[src/rtl/atc_pkg.sv]
package atc_pkg;
    typedef enum logic [2:0] {
        ST_IDLE  = 3'd0,
        ST_ARB   = 3'd1,
        ST_START = 3'd2,
        ST_HOLD  = 3'd3,
        ST_SNOOP = 3'd4
    } atc_state_e;
endpackage

[src/rtl/atc_ack_qual.sv]
module atc_ack_qual (
    input  logic clk,
    input  logic rst_n,
    input  logic ack_n_i,
    output logic ack_fresh_o
);
    logic ack_prev_q;

    always_ff @(posedge clk or negedge rst_n) begin
        if (!rst_n) ack_prev_q <= 1'b0;
        else        ack_prev_q <= ~ack_n_i;
    end

    assign ack_fresh_o = ~ack_n_i & ~ack_prev_q;


    no_double_ack_chk: assert property (@(posedge clk) disable iff (!rst_n)
        ack_fresh_o |=> !ack_fresh_o);
endmodule

[src/rtl/atc_hold_reg.sv]
module atc_hold_reg #(
    parameter int AW = 32,
    parameter int TW = 5
) (
    input  logic          clk,
    input  logic          rst_n,
    input  logic          load_i,
    input  logic          drive_i,
    input  logic [AW-1:0] addr_i,
    input  logic [TW-1:0] attr_i,
    output logic [AW-1:0] addr_o,
    output logic [TW-1:0] attr_o
);
    logic [AW-1:0] addr_q;
    logic [TW-1:0] attr_q;

    always_ff @(posedge clk or negedge rst_n) begin
        if (!rst_n) begin
            addr_q <= '0;
            attr_q <= '0;
        end else if (load_i) begin
            addr_q <= addr_i;
            attr_q <= attr_i;
        end
    end

    assign addr_o = drive_i ? addr_q : '0;
    assign attr_o = drive_i ? attr_q : '0;


    hold_stable_chk: assert property (@(posedge clk) disable iff (!rst_n)
        (drive_i && $past(drive_i)) |-> ($stable(addr_o) && $stable(attr_o)));


    no_load_while_drive_chk: assert property (@(posedge clk) disable iff (!rst_n)
        drive_i |-> !load_i);
endmodule

[src/rtl/atc_fsm.sv]
module atc_fsm
    import atc_pkg::*;
(
    input  logic clk,
    input  logic rst_n,
    input  logic xfer_req_i,
    input  logic grant_i,
    input  logic ack_fresh_i,
    input  logic retry_i,
    output logic load_o,
    output logic drive_o,
    output logic start_o,
    output logic bus_req_o,
    output logic done_o,
    output logic retried_o
);
    atc_state_e state_q, state_d;

    always_comb begin
        state_d = state_q;
        unique case (state_q)
            ST_IDLE:  if (xfer_req_i)  state_d = ST_ARB;
            ST_ARB:   if (grant_i)     state_d = ST_START;
            ST_START:                  state_d = ST_HOLD;
            ST_HOLD:  if (ack_fresh_i) state_d = ST_SNOOP;
            ST_SNOOP: state_d = retry_i ? ST_ARB : ST_IDLE;
            default:                   state_d = ST_IDLE;
        endcase
    end

    always_ff @(posedge clk or negedge rst_n) begin
        if (!rst_n) state_q <= ST_IDLE;
        else        state_q <= state_d;
    end

    always_comb begin
        load_o    = 1'b0;
        drive_o   = 1'b0;
        start_o   = 1'b0;
        bus_req_o = 1'b0;
        done_o    = 1'b0;
        retried_o = 1'b0;
        unique case (state_q)
            ST_IDLE:  load_o = xfer_req_i;
            ST_ARB:   bus_req_o = 1'b1;
            ST_START: begin
                drive_o = 1'b1;
                start_o = 1'b1;
            end
            ST_HOLD:  drive_o = 1'b1;
            ST_SNOOP: begin
                done_o    = ~retry_i;
                retried_o = retry_i;
            end
            default: ;
        endcase
    end


    ts_one_cycle_chk: assert property (@(posedge clk) disable iff (!rst_n)
        start_o |=> (!start_o && drive_o));


    release_after_ack_chk: assert property (@(posedge clk) disable iff (!rst_n)
        (drive_o && !start_o && ack_fresh_i) |=> !drive_o);


    req_until_grant_chk: assert property (@(posedge clk) disable iff (!rst_n)
        (bus_req_o && !grant_i) |=> bus_req_o);


    retry_rerequest_chk: assert property (@(posedge clk) disable iff (!rst_n)
        retried_o |=> bus_req_o);


    done_excl_chk: assert property (@(posedge clk) disable iff (!rst_n)
        !(done_o && retried_o));


    start_needs_req_chk: assert property (@(posedge clk) disable iff (!rst_n)
        start_o |-> $past(bus_req_o));
endmodule

[src/rtl/addr_tenure_ctrl.sv]
module addr_tenure_ctrl #(
    parameter int AW = 32,
    parameter int TW = 5
) (
    input  logic          clk,
    input  logic          rst_n,
    input  logic          xfer_req_i,
    input  logic [AW-1:0] xfer_addr_i,
    input  logic [TW-1:0] xfer_attr_i,
    output logic          bus_req_n_o,
    input  logic          bus_grant_n_i,
    output logic [AW-1:0] addr_o,
    output logic          addr_oe_o,
    output logic [TW-1:0] attr_o,
    output logic          attr_oe_o,
    output logic          ts_n_o,
    output logic          ts_oe_o,
    input  logic          aack_n_i,
    input  logic          artry_n_i,
    output logic          done_o,
    output logic          retried_o
);
    logic ack_fresh, load, drive, start, bus_req;

    atc_ack_qual u_ack (
        .clk         (clk),
        .rst_n       (rst_n),
        .ack_n_i     (aack_n_i),
        .ack_fresh_o (ack_fresh)
    );

    atc_fsm u_fsm (
        .clk         (clk),
        .rst_n       (rst_n),
        .xfer_req_i  (xfer_req_i),
        .grant_i     (~bus_grant_n_i),
        .ack_fresh_i (ack_fresh),
        .retry_i     (~artry_n_i),
        .load_o      (load),
        .drive_o     (drive),
        .start_o     (start),
        .bus_req_o   (bus_req),
        .done_o      (done_o),
        .retried_o   (retried_o)
    );

    atc_hold_reg #(.AW(AW), .TW(TW)) u_hold (
        .clk     (clk),
        .rst_n   (rst_n),
        .load_i  (load),
        .drive_i (drive),
        .addr_i  (xfer_addr_i),
        .attr_i  (xfer_attr_i),
        .addr_o  (addr_o),
        .attr_o  (attr_o)
    );

    assign bus_req_n_o = ~bus_req;
    assign addr_oe_o   = drive;
    assign attr_oe_o   = drive;
    assign ts_oe_o     = drive;
    assign ts_n_o      = ~start;
endmodule

[config.mk]
export PLATFORM = sky130hd
export DESIGN_NAME = addr_tenure_ctrl
export DESIGN_NICKNAME = d
export VERILOG_FILES = /design/src/rtl/atc_pkg.sv /design/src/rtl/atc_ack_qual.sv /design/src/rtl/atc_hold_reg.sv /design/src/rtl/atc_fsm.sv /design/src/rtl/addr_tenure_ctrl.sv
export SDC_FILE = /design/constraint.sdc
export NUM_CORES = 1
export LEC_CHECK = 0
export CAP_MARGIN = 20
export CORE_MARGIN = 5
export CORE_UTILIZATION = 35
export DETAILED_ROUTE_END_ITERATION = 8
export GPL_ROUTABILITY_DRIVEN = 0
export PLACE_DENSITY = 0.71
export SLEW_MARGIN = 40
export SYNTH_ARGS = -nofsm -noshare
export SYNTH_HDL_FRONTEND = slang
export SYNTH_SLANG_ARGS = --single-unit
[constraint.sdc]
create_clock -name clk -period 1.38 [get_ports clk]
set_input_delay 0.138 -clock clk [delete_from_list [all_inputs] [get_ports clk]]
set_output_delay 0.138 -clock clk [all_outputs]
set_load 0.02 [all_outputs]
==> results of run 1 <==
what timing repair did:
action / in CTS / in global routing
gates resized for setup: 202 / 114
cloned: 3 / 3
hold endpoints to repair: 19 / 0
endpoints found under the setup margin: 81 / 82
buffers inserted: 8 / 5
hold buffers: 1 / 0
pin swaps: 3 / 12
final cells by class:
| type | instances | area [um^2] | share of cell area (%) |
|---|---|---|---|
| inverters | 2 | 7.507 | 0.2157 |
| multi-input cells | 91 | 989.7 | 28.44 |
| well taps | 72 | 90.09 | 2.589 |
| clock buffers | 5 | 68.82 | 1.978 |
| clock inverters | 3 | 17.52 | 0.5034 |
| flip-flops and latches | 41 | 1027 | 29.52 |
| repair buffers | 113 | 1279 | 36.75 |
power by group through the flow:
stage / logic (mW) / clock network (mW) / registers [mW]
global route: 5.67 / 0.860 / 2.25
CTS: 4.54 / 0.806 / 2.14
floorplan: 2.59 / 0 / 2.02
global placement: 4.12 / 0 / 2.11
detailed placement: 4.17 / 0 / 2.12
finish: 5.39 / 0.770 / 2.17
sequential cells by signal, summed over array words and instances (netlist names):
name,flops
u_ack.ack_prev_q,1
u_fsm.state_q,3
u_hold.addr_q,32
u_hold.attr_q,5
logic make-up (layout without fill, tap and decap cells):
family	count (synthesis)	in the layout	share of synthesized area, %
muxes	37	37	26.39
DFF	41	41	51.15
buffers and inverters	12	123	5.427
AOI/OAI and AO/OA	3	3	1.060
and+or+nand+nor	51	51	15.97
per-stage QoR:
stage,power (mW),hold slack (ns),instances
6_report,8.330,0.3359,327
5_1_grt,8.773,0.3597,327
4_1_cts,7.483,0.3433,321
3_5_place_dp,6.291,0.1362,301
3_3_place_gp,6.229,0.1254,301
2_1_floorplan,4.613,-0.1576,144
worst paths after layout:
| path | from | to | slack, ns | cells past startpoint |
|---|---|---|---|---|
| max | u_fsm.state_q[1]$_DFFE_PN0P_ | u_hold.addr_q[1]$_DFFE_PN0P_ | -0.26 | 6 |
| min | rst_n | u_hold.addr_q[6]$_DFFE_PN0P_ | 0.34 | 2 |
| max reg2reg | u_fsm.state_q[1]$_DFFE_PN0P_ | u_hold.addr_q[1]$_DFFE_PN0P_ | -0.26 | 6 |
| min reg2reg | u_hold.addr_q[24]$_DFFE_PN0P_ | u_hold.addr_q[24]$_DFFE_PN0P_ | 0.50 | 1 |
| max in group asynchronous | rst_n | u_fsm.state_q[0]$_DFFE_PN0P_ | 0.53 | 3 |
| min in group clk | aack_n_i | u_ack.ack_prev_q$_DFF_PN0_ | 0.36 | 2 |
Yosys cell counts:
| cell type | n | area, um^2 |
|---|---|---|
| inv_1 | 2 | 7.510 |
| nor3b_1 | 1 | 7.510 |
| o221ai_1 | 1 | 8.760 |
| and2b_1 | 1 | 7.510 |
| and2_1 | 37 | 231.5 |
| nor2_1 | 3 | 11.26 |
| mux2_2 | 7 | 78.83 |
| mux2_4 | 30 | 450.4 |
| clkbuf_1 | 4 | 15.01 |
| buf_4 | 2 | 15.01 |
| buf_6 | 1 | 11.26 |
| nand2b_1 | 2 | 12.51 |
| and3_1 | 1 | 6.260 |
| or3b_2 | 1 | 8.760 |
| nor2b_1 | 2 | 12.51 |
| buf_12 | 3 | 60.06 |
| a22oi_1 | 1 | 7.510 |
| dfrtp_1 | 41 | 1026 |
| a21oi_1 | 1 | 5.000 |
| nand2_1 | 2 | 7.510 |
| nor4b_2 | 1 | 15.01 |
critical path, cell delays in order (launching register included):
cell	delay [ns]
dfrtp_1	0.40
buf_6	0.14
nor4b_4	0.27
buf_6	0.18
buf_6	0.12
clkbuf_16	0.14
mux2_4	0.29
layer usage:
metal  vias to the layer above  routed length, um  global-route usage (%)
li1                        691                  -                       -
met1                       731               2354                   17.75
met2                        54               2631                   23.52
met3                         6                365                   4.803
met4                         0                 55                   3.885
met5                         -                  0                       0
==> flow_summary.toml, run 1 <==
[power_and_ir_drop]
combPwrFrac_pct = 64.7
powerDensity_nw_per_um2 = 2394
p_sw_mw = 2.866
share_seq_of_total_power_pct = 26.0
peakVddDrop_mv = 1.011
intPower_mw = 5.464
p_leak_nw = 1.609
switching_share_pct = 34.40
pwr-share-clk_pct = 9.2

[timing]
maxSlewViolCount = 0
setup_viol = 81
max_freq_mhz = 609.4
finalHoldViolCount = 0
layout_setup_ws_ns = -0.2610
slew_headroom_pct = 65.82
tightestPinTransition_ns = 0.5126
rsz0062_at_grt = "true"
fin_skew_ns = 0.009846
fin_tns_setup_ns = -12.67
finalCriticalPeriod_ns = 1.641
fin_crit_sh_pct = 118.9

[logic_synthesis]
avgSynthCellArea_um2 = 13.93
syn_inst = 144
synth_nets = 187
ys_warn_count = 0
synth_seq_cells = 41
synth.cell_area_um2 = 2006
ys_types = 21
yosysSeqAreaShare_pct = 51.15

[clock_tree]
clk_latency_ns = 0.30
clockBufferDepth = 2
cts_htree_levels = 2
cts.sinks = 41
cts-root-buf = "clkbuf_8"
numCtsBuffers = 5
clkTransAtPathRegs_ns = 0.09
cts_tree = "done"

[setup_path]
criticalPathCategory = "reg2reg"
crit_arrival_ns = 1.83
worst_setup_path_end_kind = "flop"
critical_path_required_ns = 1.57
worstSetupStartpointType = "flop"
cp_max_fo = 4

[global_routing]
antenna_found_initial = 0
grt_pass1_wl_um = 8135
grt_max_degree = 23
grt_pass1_vias = 1623
grt_usage_pct = 14.22
grt_overflow_total = 0

[place]
dp_worst_setup_slack_ns = -0.3515
place_area_um2 = 2967
io_buffers = 86
dp_hpwl_um = 3222

[final_layout]
drive_above_1_share_pct = 57.25
n_antenna_cell = 0
nFillCells = 446
postLayoutCoreUtil_pct = 62.80
final_cell_mix = "buf_6, clkdlybuf4s50_1, dfrtp_1, mux2_4, and2_4"
final_common_cell = "buf_6"
layout.nets = 297
area_growth_pct = 73.49
design_area_um2 = 3480

[floorplan]
start_util_pct = 36.20
num_io_pins = 87
die_h_um = 85.70
fp.dieArea_um2 = 7344
floorplan.core_area_um2 = 5540
fp.dieW_um = 85.70
rows = 27

[worst_hold_path]
hp-class = "in2async"

[flow_run]
maxCapViolCount = 0

[routing]
drc = 0
ant_nets = 0
vias = 1482
wirelength_um = 5406
drt_iter0_drc = 35
avgViaCountPerCell = 4.532
first_pass_iters = 4
wl_per_cell_um = 16.53

[outcome]
status = "finished with violations"
violations = "setup timing"
No activity file was read; power rests on OpenSTA's default activity.
==> inputs of run 2 (changes only) <==
--- a/config.mk
+++ b/config.mk
@@ -6,11 +6,12 @@
 export NUM_CORES = 1
 export LEC_CHECK = 0
 export CAP_MARGIN = 20
+export CORE_ASPECT_RATIO = 1.25
 export CORE_MARGIN = 5
 export CORE_UTILIZATION = 35
 export DETAILED_ROUTE_END_ITERATION = 8
+export DONT_BUFFER_PORTS = 1
 export GPL_ROUTABILITY_DRIVEN = 0
-export PLACE_DENSITY = 0.71
 export SLEW_MARGIN = 40
 export SYNTH_ARGS = -nofsm -noshare
 export SYNTH_HDL_FRONTEND = slang
==> constraint.sdc (replaced) <==
create_clock -name clk -period 2.1 [get_ports clk]
set_input_delay 0.21 -clock clk [delete_from_list [all_inputs] [get_ports clk]]
set_output_delay 0.21 -clock clk [all_outputs]
set_load 0.02 [all_outputs]
==> flow_summary.toml, run 2 (synthesized netlist as in run 1, its figures left out) <==
[outcome]
status = "finished, final reports clean"

[timing]
whs_ns = 0.06876
fin_tns_setup_ns = 0
tightestPinTransition_ns = 0.4336
finalCriticalPeriod_ns = 1.829
rsz0062_at_grt = "false"
finalHoldViolCount = 0
fin_crit_sh_pct = 87.08
maxSlewViolCount = 0
slew_headroom_pct = 71.03
layout_setup_ws_ns = 0.2713
fin_skew_ns = 0.005293
max_freq_mhz = 546.8
setup_viol = 0

[routing]
top_layer = "met4"
wirelength_um = 4204
avgViaCountPerCell = 5.164
first_pass_iters = 4
drt_iter0_drc = 28
wl_per_cell_um = 19.74
vias = 1100
wl_met1_um = 1578
wl_met3_um = 293
ant_nets = 0
dr_wl_met2_um = 2218
drc = 0

[final_layout]
final_common_cell = "dfrtp_1"
n_antenna_cell = 0
largest_reg_flops = 32
area_growth_pct = 9.233
final_cell_mix = "dfrtp_1, and2_1, mux2_4, mux2_2, clkbuf_8"
layout.nets = 191
regMostFlops = "u_hold.addr_q"
drive_above_1_share_pct = 35.57
largest_registers = "u_hold.addr_q (32), u_hold.attr_q (5), u_fsm.state_q (3)"

[floorplan]
fp.dieW_um = 77.71
rows = 30
die_h_um = 94.64
num_io_pins = 87
fp.dieArea_um2 = 7354
start_util_pct = 36.35
floorplan.core_area_um2 = 5518

[worst_hold_path]
hp-class = "in2reg"

[power_and_ir_drop]
share_seq_of_total_power_pct = 37.0
combPwrFrac_pct = 48.5
pwr-share-clk_pct = 14.5
total_power_mw = 3.827
p_sw_mw = 1.516
powerDensity_nw_per_um2 = 1747
switching_share_pct = 39.62
intPower_mw = 2.311
peakVddDrop_mv = 0.6400
p_leak_nw = 0.9872

[setup_path]
worstSetupStartpointType = "flop"
critical_path_required_ns = 1.89
path_cells = "nor2b_4, and2_1"
cpMaxStageDelayCell = "dfrtp_1"
crit_arrival_ns = 1.62
slowest_delay_ns = 0.52
worst_setup_path_end_kind = "output pin"
criticalPathCategory = "reg2out"
cp_max_fo = 20

[flow_run]
maxCapViolCount = 0

[global_routing]
grt_pass1_wl_um = 6375
grt_overflow_total = 0
grt_max_degree = 42
antenna_found_initial = 0
grt_pass1_vias = 1265
grt_usage_pct = 10.85

[clock_tree]
cts_tree = "done"
numCtsBuffers = 5
clk_latency_ns = 0.28
cts-root-buf = "clkbuf_8"
post_cts_buffers = 0
cts_htree_levels = 2
cts.sinks = 41
clkTransAtPathRegs_ns = 0.08
clockBufferDepth = 2

[place]
io_buffers = 0
dp_hpwl_um = 2794
dp_worst_setup_slack_ns = 0.4474
==> run 2: worst paths after layout <==
path / start / to / slack [ns] / depth (start not counted)
setup / recovery: u_fsm.state_q[1]$_DFFE_PN0P_ / addr_o[11] / 0.27 / 2
hold / removal: xfer_addr_i[18] / u_hold.addr_q[18]$_DFFE_PN0P_ / 0.07 / 1
setup reg to reg: u_fsm.state_q[2]$_DFFE_PN0P_ / u_hold.addr_q[14]$_DFFE_PN0P_ / 0.46 / 3
hold reg to reg: u_hold.addr_q[31]$_DFFE_PN0P_ / u_hold.addr_q[31]$_DFFE_PN0P_ / 0.50 / 1
max in group asynchronous: rst_n / u_hold.addr_q[15]$_DFFE_PN0P_ / 1.52 / 2
min in group asynchronous: rst_n / u_hold.addr_q[5]$_DFFE_PN0P_ / 0.38 / 2
==> run 2: stage by stage <==
| step | utilization (%) | area, um^2 | instances |
|---|---|---|---|
| finish | 39.71 | 2191 | 213 |
| global route | 39.71 | 2191 | 213 |
| floorplan | - | 2006 | 144 |
| global placement | 36.89 | 2036 | 201 |
| detailed placement | 36.89 | 2036 | 201 |
| CTS | 39.46 | 2177 | 212 |
==> run 2: timing repair <==
item                                    in CTS  in global routing
hold buffers                                 3                  0
endpoints found under the setup margin       0                 40
hold endpoints to repair                    42                  0
gates resized for setup                      0                  1
==> run 2: cell type report <==
type / instances / area [um^2]
Clock buffer: 7 / 96.34
Clock inverter: 1 / 5.005
Fill cell: 519 / 3327
Inverter: 2 / 7.507
Multi-Input combinational cell: 92 / 900.9
Sequential cell: 41 / 1026
Tap cell: 64 / 80.08
Timing Repair Buffer: 6 / 75.07
==> run 2: worst max-delay path, delay by kind of cell (launching register included) <==
| kind | cells | cell delay [ns] |
|---|---|---|
| flops | 1 | 0.52 |
| simple gates | 2 | 0.81 |
==> run 2: layer usage <==
layer  vias up  GRT usage [%]
met4         0          6.160
met5         -              0
li1        481              -
met2        56          18.38
met3        11          3.912
met1       552          11.58
==> run 2: power by group through the flow <==
stage / sequential (mW) / clock [mW] / combinational, mW
after global routing: 1.47 / 0.625 / 1.98
after global placement: 1.39 / 0 / 1.78
final: 1.42 / 0.554 / 1.86
after floorplan: 1.33 / 0 / 1.70
after detailed placement: 1.41 / 0 / 1.82
after CTS: 1.41 / 0.584 / 1.85
==> inputs of run 3 (changes only) <==
--- a/config.mk
+++ b/config.mk
@@ -12,6 +12,8 @@
 export DETAILED_ROUTE_END_ITERATION = 8
 export DONT_BUFFER_PORTS = 1
 export GPL_ROUTABILITY_DRIVEN = 0
+export GPL_TIMING_DRIVEN = 0
+export REMOVE_ABC_BUFFERS = 1
 export SLEW_MARGIN = 40
 export SYNTH_ARGS = -nofsm -noshare
 export SYNTH_HDL_FRONTEND = slang
==> flow_summary.toml, run 3 (synthesized netlist as in run 1, its figures left out) <==
[final_layout]
layout.nets = 194
design_area_um2 = 2188
largest_reg_flops = 32
final_common_cell = "dfrtp_1"
regMostFlops = "u_hold.addr_q"
n_antenna_cell = 0
final_cell_mix = "dfrtp_1, and2_1, mux2_4, mux2_2"
largest_registers = "u_hold.addr_q (32), u_hold.attr_q (5), u_fsm.state_q (3)"
drive_above_1_share_pct = 36.84
area_growth_pct = 9.108

[clock_tree]
cts_tree = "done"
cts_htree_levels = 2
clockBufferDepth = 2
cts.sinks = 41
cts-root-buf = "clkbuf_8"
clkTransAtPathRegs_ns = 0.09
post_cts_buffers = 0
clk_latency_ns = 0.29
numCtsBuffers = 5

[timing]
finalHoldViolCount = 0
slew_headroom_pct = 70.58
whs_ns = 0.05976
setup_viol = 0
finalCriticalPeriod_ns = 1.918
fin_tns_setup_ns = 0
tightestPinTransition_ns = 0.4392
fin_crit_sh_pct = 91.32
max_freq_mhz = 521.4
layout_setup_ws_ns = 0.1822
maxSlewViolCount = 0
fin_skew_ns = 0.009437
rsz0062_at_grt = "false"

[global_routing]
grt_pass1_wl_um = 6258
antenna_found_initial = 0
grt_overflow_total = 0
grt_usage_pct = 10.77
grt_pass1_vias = 1217
grt_max_degree = 42

[routing]
first_pass_iters = 4
vias = 1079
wl_per_cell_um = 19.55
ant_nets = 0
wirelength_um = 4222
avgViaCountPerCell = 4.995
drc = 0
drt_iter0_drc = 22

[floorplan]
start_util_pct = 36.35
die_h_um = 94.64
fp.dieW_um = 77.71
rows = 30
num_io_pins = 87
floorplan.core_area_um2 = 5518
fp.dieArea_um2 = 7354

[setup_path]
worst_setup_path_end_kind = "output pin"
critical_path_required_ns = 1.89
crit_arrival_ns = 1.71
criticalPathCategory = "reg2out"
path_cells = "nor2b_4, buf_8, and2_1"
cp_max_fo = 18
cpMaxStageDelayCell = "dfrtp_1"
slowest_delay_ns = 0.53
worstSetupStartpointType = "flop"

[place]
io_buffers = 0
dp_hpwl_um = 3084
place_area_um2 = 2053
dp_worst_setup_slack_ns = 0.2820

[power_and_ir_drop]
p_sw_mw = 1.524
powerDensity_nw_per_um2 = 1727
combPwrFrac_pct = 49.3
switching_share_pct = 40.32
p_leak_nw = 0.9881
pwr-share-clk_pct = 13.3
intPower_mw = 2.255
share_seq_of_total_power_pct = 37.4
peakVddDrop_mv = 0.4789

[worst_hold_path]
hp-class = "in2reg"

[outcome]
status = "finished, final reports clean"

[flow_run]
maxCapViolCount = 0
-- run 3: cell count changes in the layout (fill, tap and decap cells not counted), sizes merged --
cell and delta:
clkbuf -2, clkinv +1, buf +3, clkinvlp +1
-- run 3: power by group through the flow --
| stage | Sequential (mW) | Combinational [mW] | Clock (mW) |
|---|---|---|---|
| global route | 1.47 | 1.99 | 0.555 |
| floorplan | 1.33 | 1.62 | 0 |
| detailed placement | 1.42 | 1.85 | 0 |
| finish | 1.41 | 1.86 | 0.503 |
| global placement | 1.38 | 1.79 | 0 |
| CTS | 1.41 | 1.88 | 0.528 |
-- run 3: metrics by stage --
step	instances	total power [mW]	util (%)
floorplan	134	2.944	-
global placement	198	3.169	35.96
detailed placement	204	3.272	37.21
CTS	215	3.821	39.50
global route	216	4.011	39.66
finish	216	3.779	39.66
-- run 3: layout make-up --
type | instances | area, um^2
clock inverters | 3 | 17.52
flip-flops and latches | 41 | 1026
fillers | 524 | 3329
multi-input cells | 92 | 895.9
repair buffers | 9 | 92.59
inverters | 2 | 7.507
clock buffers | 5 | 68.82
well taps | 64 | 80.08
-- run 3: path summary, 6_finish.rpt --
kind	start	slack (ns)	end	cells past startpoint
hold / removal	xfer_addr_i[22]	0.06	u_hold.addr_q[22]$_DFFE_PN0P_	1
hold reg to reg	u_hold.addr_q[11]$_DFFE_PN0P_	0.50	u_hold.addr_q[11]$_DFFE_PN0P_	1
setup reg to reg	u_fsm.state_q[2]$_DFFE_PN0P_	0.24	u_hold.addr_q[13]$_DFFE_PN0P_	4
max in group asynchronous	rst_n	1.50	u_hold.addr_q[17]$_DFFE_PN0P_	2
setup / recovery	u_fsm.state_q[2]$_DFFE_PN0P_	0.18	addr_o[24]	3
min in group asynchronous	rst_n	0.40	u_hold.addr_q[27]$_DFFE_PN0P_	2
-- run 3: routing by layer --
| layer | GRT usage (%) | share of wire, % | vias to the layer above |
|---|---|---|---|
| met5 | 0 | 0 | - |
| met4 | 5.444 | 2.7 | 0 |
| met3 | 3.244 | 5.4 | 9 |
| met2 | 18.73 | 54 | 44 |
| met1 | 11.78 | 37 | 536 |
| li1 | - | - | 490 |
-- run 3: worst max-delay path, delay by kind of cell (launching register included) --
family | cells | cell delay (ns)
buf+inv | 1 | 0.24
flops | 1 | 0.53
simple gates | 2 | 0.64
-- run 3: repair_timing --
item	CTS	global route
setup endpoints to repair	0	15
hold endpoints to repair	42	0
hold buffers	3	0
resized for setup	0	0
